$ cat config.mk
export PLATFORM = sky130hd
export DESIGN_NAME = dma_req_arbiter
export DESIGN_NICKNAME = d
export VERILOG_FILES = /design/src/rtl/dma_arb_pkg.sv /design/src/rtl/dma_arb_glob.sv /design/src/rtl/dma_arb_chan.sv /design/src/rtl/dma_arb_grant.sv /design/src/rtl/dma_req_arbiter.sv
export SDC_FILE = /design/constraint.sdc
export NUM_CORES = 1
export LEC_CHECK = 0
export ABC_AREA = 1
export BUFFER_PORTS_ARGS = -buffer_cell sky130_fd_sc_hd__buf_2
export CORE_MARGIN = 8
export CORE_UTILIZATION = 55
export CTS_CLUSTER_DIAMETER = 60
export DETAILED_ROUTE_END_ITERATION = 8
export PLACE_DENSITY = 0.73
export SLEW_MARGIN = 20
export SYNTH_ARGS = -nofsm -noshare
export SYNTH_HDL_FRONTEND = slang
export SYNTH_SLANG_ARGS = --single-unit
export TNS_END_PERCENT = 100
$ cat constraint.sdc
create_clock -name clk -period 5.55 [get_ports clk]
set_input_delay 0.2775 -clock clk [delete_from_list [all_inputs] [get_ports clk]]
set_output_delay 0.2775 -clock clk [all_outputs]
set_load 0.02 [all_outputs]
$ cat src/rtl/dma_arb_pkg.sv
package dma_arb_pkg;
  localparam int CH_N      = 8;
  localparam int ADDR_W    = 5;
  localparam int CTRL_BASE = 8;
  localparam int CNT_BASE  = 16;

  // global register bit positions
  localparam int GB_ME   = 0;
  localparam int GB_NMI  = 1;
  localparam int GB_AERR = 2;
  localparam int GB_WIDE = 3;
  localparam int GB_ALT  = 4;

  typedef enum logic [1:0] {
    SRC_AUTO   = 2'b00,
    SRC_EXT    = 2'b01,
    SRC_PERIPH = 2'b10,
    SRC_NONE   = 2'b11
  } req_src_e;

  // channels whose external request line is honoured
  function automatic logic [CH_N-1:0] ext_accept_mask(input logic alt, input logic wide);
    logic [CH_N-1:0] m;
    m = '0;
    for (int i = 0; i < CH_N; i++) begin
      if (!alt)      m[i] = (i < 2);
      else if (wide) m[i] = 1'b1;
      else           m[i] = (i < 4);
    end
    return m;
  endfunction

  // channels that may be granted at all
  function automatic logic [CH_N-1:0] active_mask(input logic alt, input logic wide);
    logic [CH_N-1:0] m;
    for (int i = 0; i < CH_N; i++) m[i] = !(alt && !wide) || (i < 4);
    return m;
  endfunction

  // lowest set bit as one-hot
  function automatic logic [CH_N-1:0] first_one(input logic [CH_N-1:0] v);
    logic [CH_N-1:0] r;
    r = '0;
    for (int i = CH_N - 1; i >= 0; i--) begin
      if (v[i]) begin
        r    = '0;
        r[i] = 1'b1;
      end
    end
    return r;
  endfunction
endpackage

$ cat src/rtl/dma_arb_glob.sv
module dma_arb_glob (
  input  logic       clk,
  input  logic       rst_n,
  input  logic       wr_glob,
  input  logic       rd_glob,
  input  logic [4:0] wdata,
  input  logic       nmi_in,
  input  logic       aerr_in,
  output logic       me,
  output logic       nmif,
  output logic       aef,
  output logic       wide,
  output logic       alt
);
  import dma_arb_pkg::*;

  logic nmi_arm, aef_arm;
  logic clr_nmi, clr_aef;

  // named clear events: a write of 0 after a read of 1
  assign clr_nmi = wr_glob && nmi_arm && !wdata[GB_NMI];
  assign clr_aef = wr_glob && aef_arm && !wdata[GB_AERR];

  always_ff @(posedge clk) begin
    if (!rst_n) begin
      me      <= 1'b0;
      wide    <= 1'b0;
      alt     <= 1'b0;
      nmif    <= 1'b0;
      aef     <= 1'b0;
      nmi_arm <= 1'b0;
      aef_arm <= 1'b0;
    end else begin
      if (wr_glob) begin
        me   <= wdata[GB_ME];
        wide <= wdata[GB_WIDE];
        alt  <= wdata[GB_ALT];
      end
      if (nmi_in)       nmif <= 1'b1;
      else if (clr_nmi) nmif <= 1'b0;
      if (aerr_in)      aef  <= 1'b1;
      else if (clr_aef) aef  <= 1'b0;
      if (wr_glob)               nmi_arm <= 1'b0;
      else if (rd_glob && nmif)  nmi_arm <= 1'b1;
      if (wr_glob)               aef_arm <= 1'b0;
      else if (rd_glob && aef)   aef_arm <= 1'b1;
    end
  end

  AST_NMI_NO_WRITE_KEEP: assert property (@(posedge clk) disable iff (!rst_n)
    (nmif && !wr_glob) |=> nmif);
  AST_NMI_NEEDS_READ: assert property (@(posedge clk) disable iff (!rst_n)
    (nmif && !nmi_arm) |=> nmif);
  AST_AERR_NO_WRITE_KEEP: assert property (@(posedge clk) disable iff (!rst_n)
    (aef && !wr_glob) |=> aef);
  AST_AERR_NEEDS_READ: assert property (@(posedge clk) disable iff (!rst_n)
    (aef && !aef_arm) |=> aef);
endmodule

$ cat src/rtl/dma_arb_chan.sv
module dma_arb_chan #(
  parameter int CNT_W = 16
) (
  input  logic                  clk,
  input  logic                  rst_n,
  input  logic                  wr_ctrl,
  input  logic [3:0]            ctrl_wdata,
  input  logic                  wr_cnt,
  input  logic [CNT_W-1:0]      cnt_wdata,
  input  logic                  ack,
  output logic                  en,
  output logic                  te,
  output dma_arb_pkg::req_src_e src,
  output logic [CNT_W-1:0]      cnt,
  output logic                  cnt_zero
);
  import dma_arb_pkg::*;

  function automatic logic hits_end(input logic [CNT_W-1:0] c);
    return c == CNT_W'(1);
  endfunction

  function automatic logic [CNT_W-1:0] count_down(input logic [CNT_W-1:0] c);
    return (c == '0) ? c : c - CNT_W'(1);
  endfunction

  logic end_evt;
  assign end_evt  = ack && hits_end(cnt);
  assign cnt_zero = (cnt == '0);

  always_ff @(posedge clk) begin
    if (!rst_n) begin
      en  <= 1'b0;
      te  <= 1'b0;
      src <= SRC_AUTO;
      cnt <= '0;
    end else begin
      if (wr_ctrl) begin
        en  <= ctrl_wdata[0];
        src <= req_src_e'(ctrl_wdata[3:2]);
      end
      if (end_evt)                      te <= 1'b1;
      else if (wr_ctrl && !ctrl_wdata[1]) te <= 1'b0;
      if (wr_cnt)   cnt <= cnt_wdata;
      else if (ack) cnt <= count_down(cnt);
    end
  end

  AST_END_SETS_FLAG: assert property (@(posedge clk) disable iff (!rst_n)
    (ack && !wr_cnt && cnt == CNT_W'(1)) |=> (te && cnt == '0));
  AST_ACK_STEPS: assert property (@(posedge clk) disable iff (!rst_n)
    (ack && !wr_cnt && cnt != '0) |=> (cnt == $past(cnt) - CNT_W'(1)));
  AST_FLAG_ONE_KEEPS: assert property (@(posedge clk) disable iff (!rst_n)
    (te && wr_ctrl && ctrl_wdata[1]) |=> te);
endmodule

$ cat src/rtl/dma_arb_grant.sv
module dma_arb_grant (
  input  logic                       clk,
  input  logic                       rst_n,
  input  logic [dma_arb_pkg::CH_N-1:0] elig,
  input  logic                       done,
  output logic [dma_arb_pkg::CH_N-1:0] gnt
);
  import dma_arb_pkg::*;

  logic [CH_N-1:0] gnt_d;
  logic            holder_ok;
  logic            busy;

  assign busy      = (gnt != '0);
  assign holder_ok = ((gnt & elig) != '0);

  always_comb begin
    if (busy && done)   gnt_d = '0;
    else if (holder_ok) gnt_d = gnt;
    else                gnt_d = first_one(elig);
  end

  always_ff @(posedge clk) begin
    if (!rst_n) gnt <= '0;
    else        gnt <= gnt_d;
  end

  AST_ONE_GRANT: assert property (@(posedge clk) disable iff (!rst_n)
    $onehot0(gnt));
  AST_GRANT_WAS_ELIG: assert property (@(posedge clk) disable iff (!rst_n)
    busy |-> ((gnt & $past(elig)) != '0));
  AST_HOLD: assert property (@(posedge clk) disable iff (!rst_n)
    (busy && !done && holder_ok) |=> (gnt == $past(gnt)));
  AST_GAP_AFTER_DONE: assert property (@(posedge clk) disable iff (!rst_n)
    (busy && done) |=> !busy);
endmodule

$ cat src/rtl/dma_req_arbiter.sv
module dma_req_arbiter #(
  parameter int DATA_W = 16,
  parameter int CNT_W  = 16
) (
  input  logic              clk,
  input  logic              rst_n,
  input  logic              reg_wr,
  input  logic              reg_rd,
  input  logic [4:0]        reg_addr,
  input  logic [DATA_W-1:0] reg_wdata,
  output logic [DATA_W-1:0] reg_rdata,
  input  logic [7:0]        ext_req,
  input  logic [7:0]        periph_req,
  input  logic              nmi_in,
  input  logic              aerr_in,
  input  logic              xfer_done,
  output logic [7:0]        grant,
  output logic [7:0]        end_flags
);
  import dma_arb_pkg::*;

  localparam logic [ADDR_W-1:0] A_GLOB = '0;

  logic me, nmif, aef, wide, alt;
  logic [CH_N-1:0] ch_en, ch_te, ch_zero, ch_req, ch_elig, ch_ack, src_ext;
  logic [CH_N-1:0] wr_ctrl, wr_cnt, ext_ok, active;
  req_src_e        ch_src [CH_N];
  logic [CNT_W-1:0] ch_cnt [CH_N];
  logic            run_ok;
  logic            wr_glob, rd_glob;

  assign wr_glob = reg_wr && (reg_addr == A_GLOB);
  assign rd_glob = reg_rd && (reg_addr == A_GLOB);

  dma_arb_glob u_glob (
    .clk     (clk),
    .rst_n   (rst_n),
    .wr_glob (wr_glob),
    .rd_glob (rd_glob),
    .wdata   (reg_wdata[4:0]),
    .nmi_in  (nmi_in),
    .aerr_in (aerr_in),
    .me      (me),
    .nmif    (nmif),
    .aef     (aef),
    .wide    (wide),
    .alt     (alt)
  );

  assign ext_ok = ext_accept_mask(alt, wide);
  assign active = active_mask(alt, wide);
  assign run_ok = me && !nmif && !aef;

  for (genvar i = 0; i < CH_N; i++) begin : g_ch
    localparam logic [ADDR_W-1:0] A_CTRL = ADDR_W'(CTRL_BASE + i);
    localparam logic [ADDR_W-1:0] A_CNT  = ADDR_W'(CNT_BASE + i);

    assign wr_ctrl[i] = reg_wr && (reg_addr == A_CTRL);
    assign wr_cnt[i]  = reg_wr && (reg_addr == A_CNT);
    assign ch_ack[i]  = xfer_done && grant[i];

    dma_arb_chan #(.CNT_W(CNT_W)) u_chan (
      .clk        (clk),
      .rst_n      (rst_n),
      .wr_ctrl    (wr_ctrl[i]),
      .ctrl_wdata (reg_wdata[3:0]),
      .wr_cnt     (wr_cnt[i]),
      .cnt_wdata  (reg_wdata[CNT_W-1:0]),
      .ack        (ch_ack[i]),
      .en         (ch_en[i]),
      .te         (ch_te[i]),
      .src        (ch_src[i]),
      .cnt        (ch_cnt[i]),
      .cnt_zero   (ch_zero[i])
    );

    always_comb begin
      src_ext[i] = (ch_src[i] == SRC_EXT);
      unique case (ch_src[i])
        SRC_AUTO:   ch_req[i] = 1'b1;
        SRC_EXT:    ch_req[i] = ext_req[i] && ext_ok[i];
        SRC_PERIPH: ch_req[i] = periph_req[i];
        default:    ch_req[i] = 1'b0;
      endcase
    end

    assign ch_elig[i] = run_ok && ch_en[i] && !ch_te[i] && !ch_zero[i]
                        && active[i] && ch_req[i];

    AST_END_BLOCKS: assert property (@(posedge clk) disable iff (!rst_n)
      ch_te[i] |-> !grant[i]);

    if (i >= 2) begin : g_ext_hi
      AST_EXT_NORMAL_LOW_ONLY: assert property (@(posedge clk) disable iff (!rst_n)
        (grant[i] && $past(src_ext[i])) |-> $past(alt));
    end
    if (i >= 4) begin : g_ext_top
      AST_EXT_NARROW: assert property (@(posedge clk) disable iff (!rst_n)
        (grant[i] && $past(src_ext[i])) |-> $past(wide));
    end
  end

  dma_arb_grant u_grant (
    .clk   (clk),
    .rst_n (rst_n),
    .elig  (ch_elig),
    .done  (xfer_done),
    .gnt   (grant)
  );

  assign end_flags = ch_te;

  always_comb begin
    reg_rdata = '0;
    if (reg_rd) begin
      if (reg_addr == A_GLOB) begin
        reg_rdata[GB_ME]   = me;
        reg_rdata[GB_NMI]  = nmif;
        reg_rdata[GB_AERR] = aef;
        reg_rdata[GB_WIDE] = wide;
        reg_rdata[GB_ALT]  = alt;
      end
      for (int i = 0; i < CH_N; i++) begin
        if (reg_addr == ADDR_W'(CTRL_BASE + i))
          reg_rdata[3:0] = {ch_src[i], ch_te[i], ch_en[i]};
        if (reg_addr == ADDR_W'(CNT_BASE + i))
          reg_rdata = DATA_W'(ch_cnt[i]);
      end
    end
  end

  AST_SUSPEND: assert property (@(posedge clk) disable iff (!rst_n)
    !me |=> (grant == '0));
  AST_FAULT_STOP: assert property (@(posedge clk) disable iff (!rst_n)
    (nmif || aef) |=> (grant == '0));
  AST_NARROW_HIGH_IDLE: assert property (@(posedge clk) disable iff (!rst_n)
    (alt && !wide) |=> (grant[CH_N-1:4] == '0));
endmodule

# Word-level counts from Yosys, hierarchy flattened
# Index checks and enable logic that the tools add are counted.
# totals
reg_bits	175
latchBits	0
ram_bits	0
mem_bits_ro	0
inputBits	44
wordCells	344
mem_count	0
# classes
addsub	8
n_mul	0
n_div	0
magnitude_cmp	0
eq_ne	48
shifts	0
muxes	83
bitwise	2
reduce_logical	163
# ops
op	count
$mux W16	34
$eq A16 B1 Y1 const B	8
$logic_not A16 Y1	8
$sub A16 B1 Y16 const B	8
$logic_and A1 B1 Y1	94
$mux W8	8
$eq A5 B4 Y1 const B	8
$eq A5 B5 Y1 const B	8
$reduce_bool A2 Y1	18
$mux W4	8
$pmux W1 S3	8
$mux W1	23
$logic_not A1 Y1	22
$eq A2 B1 Y1 const B	8
$eq A2 B2 Y1 const B	8
$logic_not A2 Y1	8
$ne A2 B1 Y1 const B	8
$reduce_and A2 Y1	8
$reduce_bool A8 Y1	2
$mux W5	2
$and A8 B8 Y8	1
$logic_not A5 Y1	1
$reduce_or A2 Y1	2
$not A1 Y1	1

# Logic depth before layout (Yosys ltp)
# logic_depth
depth_word	21
depth_mapped	17
mapped_depth_nobuf	16

# Cells and area by module
# Synthesis repeated with hierarchy kept, for this count alone.
# unflattened
hier_cells	2350
hier_area_um2	14064.7
# by_module_without_submodules
mod	n_inst	cells_per_inst	area_per_inst_um2	seq_area_each_um2
dma_arb_chan at g_ch[0].u_chan ...	6	227	1415.1	400.4
dma_arb_chan at g_ch[6].u_chan ...	2	238	1417.6	400.4
dma_req_arbiter	1	399	1985.7	0.0
dma_arb_grant	1	80	504.2	160.2
dma_arb_glob	1	33	249.0	140.1

# Least setup slack after synthesis
# No wires, ideal clock.
# synth_path
path_kind	register to register
startpoint	register g_ch[1].u_chan.cnt[0]
endpoint	register u_grant.gnt[3] (netlist bit)
t_arrival_ns	1.751
t_required_ns	5.433
path_slack_ns	3.682
path_stages_with_launch	15
n_path_buf	1
period_less_slack_ns	1.868
path_cell_list	dfxtp_1 inv_1 ha_1 nand3_1 inv_2 nand2_2 nor2_4 nand4_2 nand3_2 o21ai_1 nor2_2 nand2_2 buf_6 o21ai_1 a21oi_1
# synth_via
elab_chain_len	6
elab_cells_between_ends	8
# synth_lines
element	line_no	text
start, declared	dma_arb_chan.sv:14	output logic [CNT_W-1:0] cnt,
start signal, assigned	dma_arb_chan.sv:44	if (wr_cnt) cnt <= cnt_wdata;
start signal, assigned	dma_arb_chan.sv:45	else if (ack) cnt <= count_down(cnt);
$logic_not A16 Y1 (*)	dma_arb_chan.sv:29	assign cnt_zero = (cnt == '0);
$logic_not A1 Y1 (*)	dma_req_arbiter.sv:87	assign ch_elig[i] = run_ok && ch_en[i] && !ch_te[i] && !ch_zero[i]
$logic_and A1 B1 Y1 (*)	dma_req_arbiter.sv:87	
$logic_and A1 B1 Y1 (*)	dma_req_arbiter.sv:88	&& active[i] && ch_req[i];
$and A8 B8 Y8 / $mux W8 (equally long branches)	dma_arb_grant.sv:15, dma_arb_pkg.sv:45	
$reduce_bool A8 Y1 / $mux W8 (equally long branches)	dma_arb_grant.sv:15, dma_arb_pkg.sv:45	
end signal, assigned	dma_arb_grant.sv:25	else gnt <= gnt_d;
end, declared	dma_arb_grant.sv:6	output logic [dma_arb_pkg::CH_N-1:0] gnt
# Every way passes the cells marked *; elsewhere a longest branch is shown, timed or not.
# A chain may end at the register's enable or synchronous reset.

# Worst setup path in the final report
# layout_path
startpoint	input port reg_addr[4]
endpoint	output port reg_rdata[9]
# layout_via
elab_chain_len	11
elab_cells_between_ends	18
# layout_lines
element	line_no	text
start, declared	dma_req_arbiter.sv:9	input logic [4:0] reg_addr,
$eq A5 B5 Y1	dma_req_arbiter.sv:126	if (reg_addr == ADDR_W'(CNT_BASE + i))
$mux W16 (4 in a row)	dma_req_arbiter.sv:126	
$mux W16	dma_req_arbiter.sv:115	if (reg_rd) begin
$mux W16 (3 in a row)	dma_req_arbiter.sv:126	
$mux W16 (*)	dma_req_arbiter.sv:126	
$mux W16 (*)	dma_req_arbiter.sv:115	
end, declared	dma_req_arbiter.sv:11	output logic [DATA_W-1:0] reg_rdata,
# Every way passes the cells marked *; elsewhere a longest branch is shown, timed or not. The select of a mux whose other input is x is not followed.

==> reports/summary.txt <==
Hold Worst Slack - 0.06613 ns
Sw Ratio - 0.2871
commonest cells after routing, fill and taps aside - nand2_1, inv_1, dfxtp_1
Max Fclk - 340.7 MHz
H-Tree Depth - 4
ys async rst share - 0
CTS clk-pin slew, worst paths - 0.07 ns
final worst path period share - 0.5288
Yosys reg bits - 175
launch point of the worst reg-to-reg path - g_ch[7].u_chan.cnt[0]
first-pass GRT wire length - 64,310 µm
I/O Pins - 76
vias in the first global route - 11.30k
Via-to-Cell Ratio - 6.194
Yosys top cell area share - 0.3062
multi-input combinational cell area - 6768 µm²
initial DRC count - 1,654
Die Width - 160.2 µm
DRT Pass-1 Iters - 6
drc violations - 0
Syn Area/Cell - 6.742 µm²
Yosys top cell by area - dfxtp_1
compound-gate portion of the synthesized area - 0.2382
CTS max path bufs - 2
XOR/XNOR share of the synthesized area - 0.03751
Slew headroom - 0.2551
Req. time, crit path - 5.27 ns
# fillers - 1,961
Worst Setup SP - reg_addr[4]
Antenna Nets Post-Route - 0
DR vias - 12.48k
maximum fanout along the worst path - 24
largest family of logic cells by synthesized area - simple AND/OR/NAND/NOR gates
Worst Max-Slew Pin Slew - 1.109 ns
Worst setup EP type - output port
Initial Util - 0.5636
maxcap violations - 0
cell-internal power - 2079 µW
hold_buf cts - 0
DRT Wirelength - 41,710 µm
synth top area cells - dfxtp_1, nand2_1, o21ai_0
share of layout cells above drive strength 1 - 0.1342
TNS Setup - 0 ns
Final setup violation count - 0
CTS tree - built
die area - 25,670 µm²
CP Class - in2out
Setup crit start kind - input port
min Tclk post-route - 2.935 ns
post-synthesis adder-cell area fraction - 0.01750
post-DP HPWL - 29,970 µm
syn nets - 1,757
final hold violations - 0
Worst-Skew Late Latency - 0.44 ns
WP data arrival - 2.66 ns
register share of total power - 0.440
Syn-to-layout area delta - 9.000%
remaining global-route overflow - 0
hold crit path type - in2reg
core area - 20,300 µm²
GRT Overall Usage - 0.3146
multiplexer share of the synthesized area - 0
register area - 3503 µm²
Nets - 1,791
clk root buf - clkbuf_16
Chip Height - 160.2 µm
leakage power - 0.005089 µW
Slew Limit Fails - 0
pin count of the biggest net entering global routing - 88
Logic pwr share - 0.108
YS warnings - 0
post-CTS setup repair buffer count - 0
Final GP Congestion - 0.9778
RSZ-0062 raised after global routing - no
CTS Buf Count - 17
synthesized area - 11,440 µm²
CTS sink cnt - 175
Peak VDD IR - 0.2187 mV
EDFF count, synth - 0
simple-gate share of the synthesized area - 0.2983
post-CTS resize count - 0
Post-Place Cells - 1,982
ys flop type - dfxtp_1
pwr dens - 233.8 nW/µm²
Psw - 837.1 µW
Finished Layout Cells - 2,014
Fin Clk Skew - 0.01042 ns
initial antenna violation count - 0
Post-Syn Instances - 1,697
register area share after synthesis - 0.3062
I/O Buffers - 75
Cell variety after synth - 62
WL/cell - 20.71 µm
HP Start - aerr_in
commonest non-fill, non-tap cell in the layout - nand2_1
Core Rows - 52
n_diodes - 0
clock network power share - 0.452
status - finished clean
[cell usage after synthesis, drive strengths merged, types with 8 or more instances]
| library cell | n |
|---|---|
| a211oi | 8 |
| buf | 32 |
| xnor2 | 14 |
| ha | 16 |
| nand2 | 363 |
| nand4 | 46 |
| a21oi | 138 |
| a311oi | 12 |
| o21ai | 167 |
| dfxtp | 175 |
| nor2 | 192 |
| inv | 218 |
| nand3 | 60 |
| nor3 | 35 |
| o211ai | 19 |
| a221oi | 11 |
| a22oi | 11 |
| a31oi | 50 |
| xor2 | 35 |
| clkbuf | 31 |
[final timing paths]
kind	endpoint	slack, ns	depth (start not counted)
worst min-delay path	u_glob.aef	0.07	3
worst min register to register	u_glob.nmi_arm	0.46	2
worst max register to register	g_ch[7].u_chan.cnt[11]	2.84	14
worst max-delay path	reg_rdata[9]	2.62	8
[layout make-up]
type,instances,area share
clock inverter,15,0.01595
inverter,222,0.06732
tap,270,0.02709
clock buffer,17,0.03411
timing repair buffer,78,0.03191
sequential,175,0.2809
multi-input combinational,1237,0.5427
[worst max-delay path, stage by stage]
cell       delay, ns
buf_2           0.19
inv_2           0.14
nor2_1          0.08
nand2_1         0.67
o21ai_0         0.31
a2111oi_0       0.62
nor2_1          0.14
buf_2           0.20
[sequential cells by signal, indices dropped and copies added, names as in the netlist]
register and count:
u_glob.aef_arm 1, u_glob.wide 1, u_glob.alt 1, g_ch.u_chan.cnt 128
u_glob.aef 1, g_ch.u_chan.en 8, u_glob.nmif 1, u_glob.nmi_arm 1
u_glob.me 1, g_ch.u_chan.src 16, u_grant.gnt 8, g_ch.u_chan.te 8
[power by group through the flow]
| stage | clock network [µW] | registers, µW | logic (µW) |
|---|---|---|---|
| 2_1_floorplan | 0 | 1310 | 198 |
| 3_3_place_gp | 0 | 1310 | 302 |
| 3_5_place_dp | 0 | 1310 | 303 |
| 4_1_cts | 1320 | 1280 | 305 |
| 5_1_grt | 1360 | 1290 | 337 |
| 6_report | 1320 | 1280 | 315 |
[metrics by stage]
step / util / instance area (µm²) / power (µW) / setup WS, ns
floorplan: - / 11440 / 1505 / 3.682
global placement: 0.5835 / 11850 / 1615 / 2.700
detailed placement: 0.5835 / 11850 / 1616 / 2.679
CTS: 0.6143 / 12470 / 2907 / 2.665
global route: 0.6143 / 12470 / 2985 / 2.426
finish: 0.6143 / 12470 / 2916 / 2.615
[cell families after synthesis]
logic type,after synthesis
buffers and inverters,285
flip-flops,175
AO/OA/AOI/OAI,461
adder cells (fa/ha/maj),16
XOR/XNOR,49
AND/OR/NAND/NOR,711
[layer usage]
layer | part of all wire | up-vias | global-route usage
met2 | 0.43 | 686 | 0.4755
met1 | 0.43 | 5858 | 0.4230
li1 | - | 5825 | -
met4 | 0.037 | 0 | 0.1313
met3 | 0.10 | 106 | 0.07172
met5 | 0 | - | 0
Power figures use the tool's default switching activity.
